$ cat src/rtl/ocnt_pkg.sv
package ocnt_pkg;

  // Default geometry of the counter.
  localparam int unsigned OCNT_W  = 4;
  localparam int unsigned OCNT_LO = 3;
  localparam int unsigned OCNT_HI = 12;

  // Count direction as driven on dir_up.
  typedef enum logic {
    CNT_DOWN = 1'b0,
    CNT_UP   = 1'b1
  } cnt_dir_e;

endpackage

$ cat src/rtl/ocnt_step.sv
// Next-state for one enabled step: in-range move, wrap, or snap to boundary.
module ocnt_step
  import ocnt_pkg::*;
#(
  parameter int unsigned W  = OCNT_W,
  parameter int unsigned LO = OCNT_LO,
  parameter int unsigned HI = OCNT_HI
) (
  input  logic [W-1:0] cur,
  input  cnt_dir_e     dir,
  output logic [W-1:0] nxt
);

  localparam logic [W-1:0] LO_C = W'(LO);
  localparam logic [W-1:0] HI_C = W'(HI);

  logic can_inc;
  logic can_dec;

  always_comb begin
    can_inc = (cur >= LO_C) && (cur < HI_C);
    can_dec = (cur > LO_C) && (cur <= HI_C);
    if (dir == CNT_UP) begin
      // Top of range and illegal codes all land on the low boundary.
      nxt = can_inc ? cur + W'(1) : LO_C;
    end else begin
      // Bottom of range and illegal codes all land on the high boundary.
      nxt = can_dec ? cur - W'(1) : HI_C;
    end
  end

endmodule

$ cat src/rtl/ocnt_term.sv
// Terminal-count detect for the present direction.
module ocnt_term
  import ocnt_pkg::*;
#(
  parameter int unsigned W  = OCNT_W,
  parameter int unsigned LO = OCNT_LO,
  parameter int unsigned HI = OCNT_HI
) (
  input  logic [W-1:0] cur,
  input  cnt_dir_e     dir,
  input  logic         en,
  output logic         tc
);

  localparam logic [W-1:0] LO_C = W'(LO);
  localparam logic [W-1:0] HI_C = W'(HI);

  logic at_edge;

  always_comb begin
    if (dir == CNT_UP) at_edge = (cur == HI_C);
    else               at_edge = (cur == LO_C);
    tc = en && at_edge;
  end

endmodule

$ cat src/rtl/ocnt_counter.sv
// Offset-range bidirectional decade counter, top level.
module ocnt_counter
  import ocnt_pkg::*;
#(
  parameter int unsigned W  = OCNT_W,
  parameter int unsigned LO = OCNT_LO,
  parameter int unsigned HI = OCNT_HI
) (
  input  logic         clk,
  input  logic         rst,
  input  logic         load_en,
  input  logic [W-1:0] load_val,
  input  logic         cnt_en,
  input  logic         dir_up,
  output logic [W-1:0] count,
  output logic         term_cnt
);

  localparam logic [W-1:0] LO_C = W'(LO);
  localparam logic [W-1:0] HI_C = W'(HI);

  cnt_dir_e     dir;
  logic [W-1:0] count_q;
  logic [W-1:0] step_nxt;

  assign dir = cnt_dir_e'(dir_up);

  ocnt_step #(.W(W), .LO(LO), .HI(HI)) u_step (
    .cur (count_q),
    .dir (dir),
    .nxt (step_nxt)
  );

  ocnt_term #(.W(W), .LO(LO), .HI(HI)) u_term (
    .cur (count_q),
    .dir (dir),
    .en  (cnt_en),
    .tc  (term_cnt)
  );

  // Priority: reset, then load, then enabled step, else hold.
  always_ff @(posedge clk) begin
    if (rst)          count_q <= LO_C;
    else if (load_en) count_q <= load_val;
    else if (cnt_en)  count_q <= step_nxt;
  end

  assign count = count_q;

  // reset wins over everything.
  a_r1_reset_low: assert property (@(posedge clk)
    rst |=> count == LO_C);

  // load takes any value.
  a_r2_load: assert property (@(posedge clk) disable iff (rst)
    load_en |=> count == $past(load_val));

  // idle holds.
  a_r3_hold: assert property (@(posedge clk) disable iff (rst)
    (!load_en && !cnt_en) |=> $stable(count));

  // in-range up step.
  a_r4_inc: assert property (@(posedge clk) disable iff (rst)
    (!load_en && cnt_en && dir_up && count >= LO_C && count < HI_C)
      |=> count == $past(count) + W'(1));

  // up wrap.
  a_r5_wrap_up: assert property (@(posedge clk) disable iff (rst)
    (!load_en && cnt_en && dir_up && count == HI_C) |=> count == LO_C);

  // in-range down step.
  a_r6_dec: assert property (@(posedge clk) disable iff (rst)
    (!load_en && cnt_en && !dir_up && count > LO_C && count <= HI_C)
      |=> count == $past(count) - W'(1));

  // down wrap.
  a_r7_wrap_dn: assert property (@(posedge clk) disable iff (rst)
    (!load_en && cnt_en && !dir_up && count == LO_C) |=> count == HI_C);

  // illegal codes snap to the boundary of the direction.
  a_r8_snap: assert property (@(posedge clk) disable iff (rst)
    (!load_en && cnt_en && (count < LO_C || count > HI_C))
      |=> count == ($past(dir_up) ? LO_C : HI_C));

  // an asserted terminal count is followed by the wrap target.
  a_r9_term_wrap: assert property (@(posedge clk) disable iff (rst)
    (term_cnt && !load_en) |=> count == ($past(dir_up) ? LO_C : HI_C));

  a_r9_term_needs_en: assert property (@(posedge clk) disable iff (rst)
    term_cnt |-> cnt_en);

endmodule

$ cat config.mk
export PLATFORM = sky130hd
export DESIGN_NAME = ocnt_counter
export DESIGN_NICKNAME = d
export VERILOG_FILES = /design/src/rtl/ocnt_pkg.sv /design/src/rtl/ocnt_step.sv /design/src/rtl/ocnt_term.sv /design/src/rtl/ocnt_counter.sv
export SDC_FILE = /design/constraint.sdc
export NUM_CORES = 1
export LEC_CHECK = 0
export ABC_AREA = 1
export BUFFER_PORTS_ARGS = -buffer_cell sky130_fd_sc_hd__buf_2
export CORE_MARGIN = 2
export CORE_UTILIZATION = 25
export CTS_BUF_LIST = sky130_fd_sc_hd__clkbuf_16
export CTS_CLUSTER_DIAMETER = 30
export DETAILED_ROUTE_END_ITERATION = 10
export MAX_ROUTING_LAYER = met4
export SKIP_CTS_REPAIR_TIMING = 1
export SYNTH_ARGS = -nofsm -noshare
export SYNTH_HDL_FRONTEND = slang
export SYNTH_SLANG_ARGS = --single-unit
$ cat constraint.sdc
create_clock -name clk -period 1.9 [get_ports clk]
set_clock_uncertainty 0.15 [all_clocks]
set_input_delay 0.38 -clock clk [delete_from_list [all_inputs] [get_ports clk]]
set_output_delay 0.38 -clock clk [all_outputs]
set_load 0.03 [all_outputs]
==> results_dict.tcl <==
set metrics [dict create \
    vdd_ir_drop_max_uv 419.8 \
    run_status "completed" \
    wl_per_cell_um 10.37 \
    critical_path_peak_fanout 7 \
    clock_latency_ns 0.22 \
    report.final.setup_viol 0 \
    report.final.hold_viol_count 0 \
    die_w_um 43.20 \
    grt_pass1_wl_um 1787 \
    synth_area_leaders "dfxtp_1, nand2_1, nand3_1, a21oi_1, inv_1" \
    timing.setup.critical_path_class "flop to primary output" \
    post_synth_inst_count 66 \
    cts_htree_levels 1 \
    tritoncts "done" \
    chipHeight_um 43.20 \
    max_slew_margin_pct 80.57 \
    finalWorstPathRequiredPeriod_ns 1.825 \
    drt_drc_violations_left 0 \
    place_congestion 0.9049 \
    clockPowerShare_pct 59.2 \
    ant_nets 0 \
    pin_count_of_the_biggest_net_entering_global_routing 8 \
    fmax_ghz 0.5480 \
    power_frac_comb_pct 21.8 \
    number_of_design_rule_violations_left_by_the_first_detailed_router_iteration 7 \
    syn_nets 77 \
    seqPwrFrac_pct 19.0 \
    yosysWarningCount 0 \
    yosys.cell_types.count 18 \
    timing.critical_path.arrival_ns 1.29 \
    power.total_uw 551.6 \
    synth.top_cell.area_share_pct 20.85 \
    start_util_pct 26.11 \
    clkSlewWorstSetupHoldPaths_ns 0.03 \
    fill_cells 175 \
    tritoncts_num_sinks 4 \
    largest_register "count" \
    first_pass_iters 4 \
    design.core.area_um2 1471 \
    final_layout_size_suffix_gt1_share_pct 31.33 \
    totalWireLength_um 1027 \
    multi_input_area_um2 267.8 \
    post-dp-hpwl_um 819 \
    synth.largest_area_cell "dfxtp_1" \
    internal_power_uw 406.7 \
    die_area_um2 1866 \
    flow.area_growth_from_synthesis_pct 45.60 \
    ctsRootBufferMaster "clkbuf_16" \
    r2r_end "count[3]$_SDFFE_PP0P_" \
    numCtsBuffers 3 \
    dpl.cell_count 96 \
    final_nets 96 \
    power-per-cell-area_nw_per_um2 986.3 \
    number_of_antenna_violations_at_the_first_check_in_global_routing 0 \
    grt_setup_unrepaired "no" \
    worstReg2RegStart "count[0]$_SDFFE_PP1P_" \
    timing.critical_path.to_type "primary output" \
    power.net_switching_uw 144.9 \
    maxSlewViolCount 0 \
    timing.hold.worst.class "input pin to flop" \
    layoutNonFillerInstCount 99 \
    std_cell_rows 14 \
    setup.worst_path.start "count[0]$_SDFFE_PP1P_" \
    dr_total_vias 478 \
    final_min_period_over_clock_period_pct 96.04 \
    switching_share_pct 26.27 \
    worstSetupEndpoint "term_cnt" \
    crit_path_start_kind "flop" \
    largest_registers_in_the_final_layout "count x4" \
    clk_path_buf_depth 2 \
    grt_pass1_vias 418 \
    drv_cap 0 \
    finalCoreUtilization_pct 38.01 \
    top_level_ports 14 \
    antennaDiodeCount 0 \
    layout_common_cells "nand2_1, buf_2, inv_1, nor2_1, nand3_1" \
    area.sequential_um2 82.58 \
    port-buffer-count 13 \
    setup.reg_to_reg.worst_slack_ns 0.46 \
    r2r.worst_path.cells 7 \
    post_synth.cell_area_avg_um2 5.820 \
    p_leak_uw 0.0002879 \
    detail_route.vias_per_cell 4.828 \
    largest_register_ffs 4 \
    worstMarginPinSlew_ns 0.2904 \
    critPathRequiredTime_ns 1.37 \
    synth.cell_area_um2 384.1 \
    synth_seq_area_share_pct 20.85 \
    global_route.usage.total_pct 13.60 \
    gr-total-overflow 0 \
    yosys_register_bits 4 \
    final_common_cell "nand2_1" \
]
==> cell type report <==
cell class / count / share of cell area (%)
multi-input cells: 52 / 47.87
flip-flops and latches: 4 / 14.77
repair buffers: 15 / 14.32
clock buffers: 3 / 13.42
inverters: 9 / 6.040
well taps: 16 / 3.579
==> Yosys cell counts <==
library cell / instances
o21ai_0: 1
nor2_1: 8
o21ai_2: 1
buf_6: 1
o21ai_1: 3
a21oi_2: 1
dfxtp_1: 4
ha_1: 2
a21oi_1: 6
nor2_2: 1
inv_2: 1
nand4_1: 1
nor3_1: 1
a22oi_1: 1
inv_1: 8
a221oi_1: 1
nand2_1: 18
nand3_1: 7
==> power groups by stage <==
stage               sequential (uW)  combinational [uW]  clock, uW
global route                    106                 136        344
detailed placement              105                 119          0
finish                          105                 120        327
global placement                104                 119          0
floorplan                       117                71.2          0
CTS                             104                 120        334
==> worst min path at each step <==
stage | startpoint | end | slack [ns] | depth (start not counted)
after floorplan | rst | count[2]$_SDFFE_PP0P_ | 0.30 | 1
after global placement | count[2]$_SDFFE_PP0P_ | count[2]$_SDFFE_PP0P_ | 0.40 | 2
after detailed placement | count[2]$_SDFFE_PP0P_ | count[2]$_SDFFE_PP0P_ | 0.41 | 2
after CTS | rst | count[3]$_SDFFE_PP0P_ | 0.21 | 2
after global routing | rst | count[2]$_SDFFE_PP0P_ | 0.21 | 2
final | rst | count[3]$_SDFFE_PP0P_ | 0.21 | 2
==> logic make-up (layout without fill, tap and decap cells) <==
logic type	Yosys count	after routing	share of synthesized area [%]
buffers and inverters	10	27	11.73
AO/OA/AOI/OAI	14	14	21.82
flip-flops	4	4	20.85
AND/OR/NAND/NOR	36	36	39.09
adder cells (fa/ha/maj)	2	2	6.514
==> metrics by stage <==
stage                      TNS, ns  hold WS (ns)  worst slack, ns  area (um2)
final                            0        0.2143          0.07530       559.3
after CTS                 -0.07601        0.2128         -0.07601       553.0
after global placement           0        0.3987           0.2085       478.0
after global routing             0        0.2130        0.0009813       559.3
after floorplan                  0        0.2991          0.07351       389.1
after detailed placement         0        0.4116           0.1628       478.0
==> routing by layer <==
| layer | wire length (um) | vias up | track usage, % |
|---|---|---|---|
| li1 | - | 255 | - |
| met1 | 453 | 218 | 14.87 |
| met2 | 557 | 5 | 21.19 |
| met3 | 17 | 0 | 3.830 |
| met4 | 0 | 0 | 9.091 |
| met5 | 0 | - | - |
==> critical path, stage by stage (launching register included) <==
cell	delay (ns)
dfxtp_2	0.34
inv_1	0.08
ha_1	0.23
o21ai_2	0.08
nor3_2	0.13
buf_2	0.21
(Power assumes the default switching activity.)
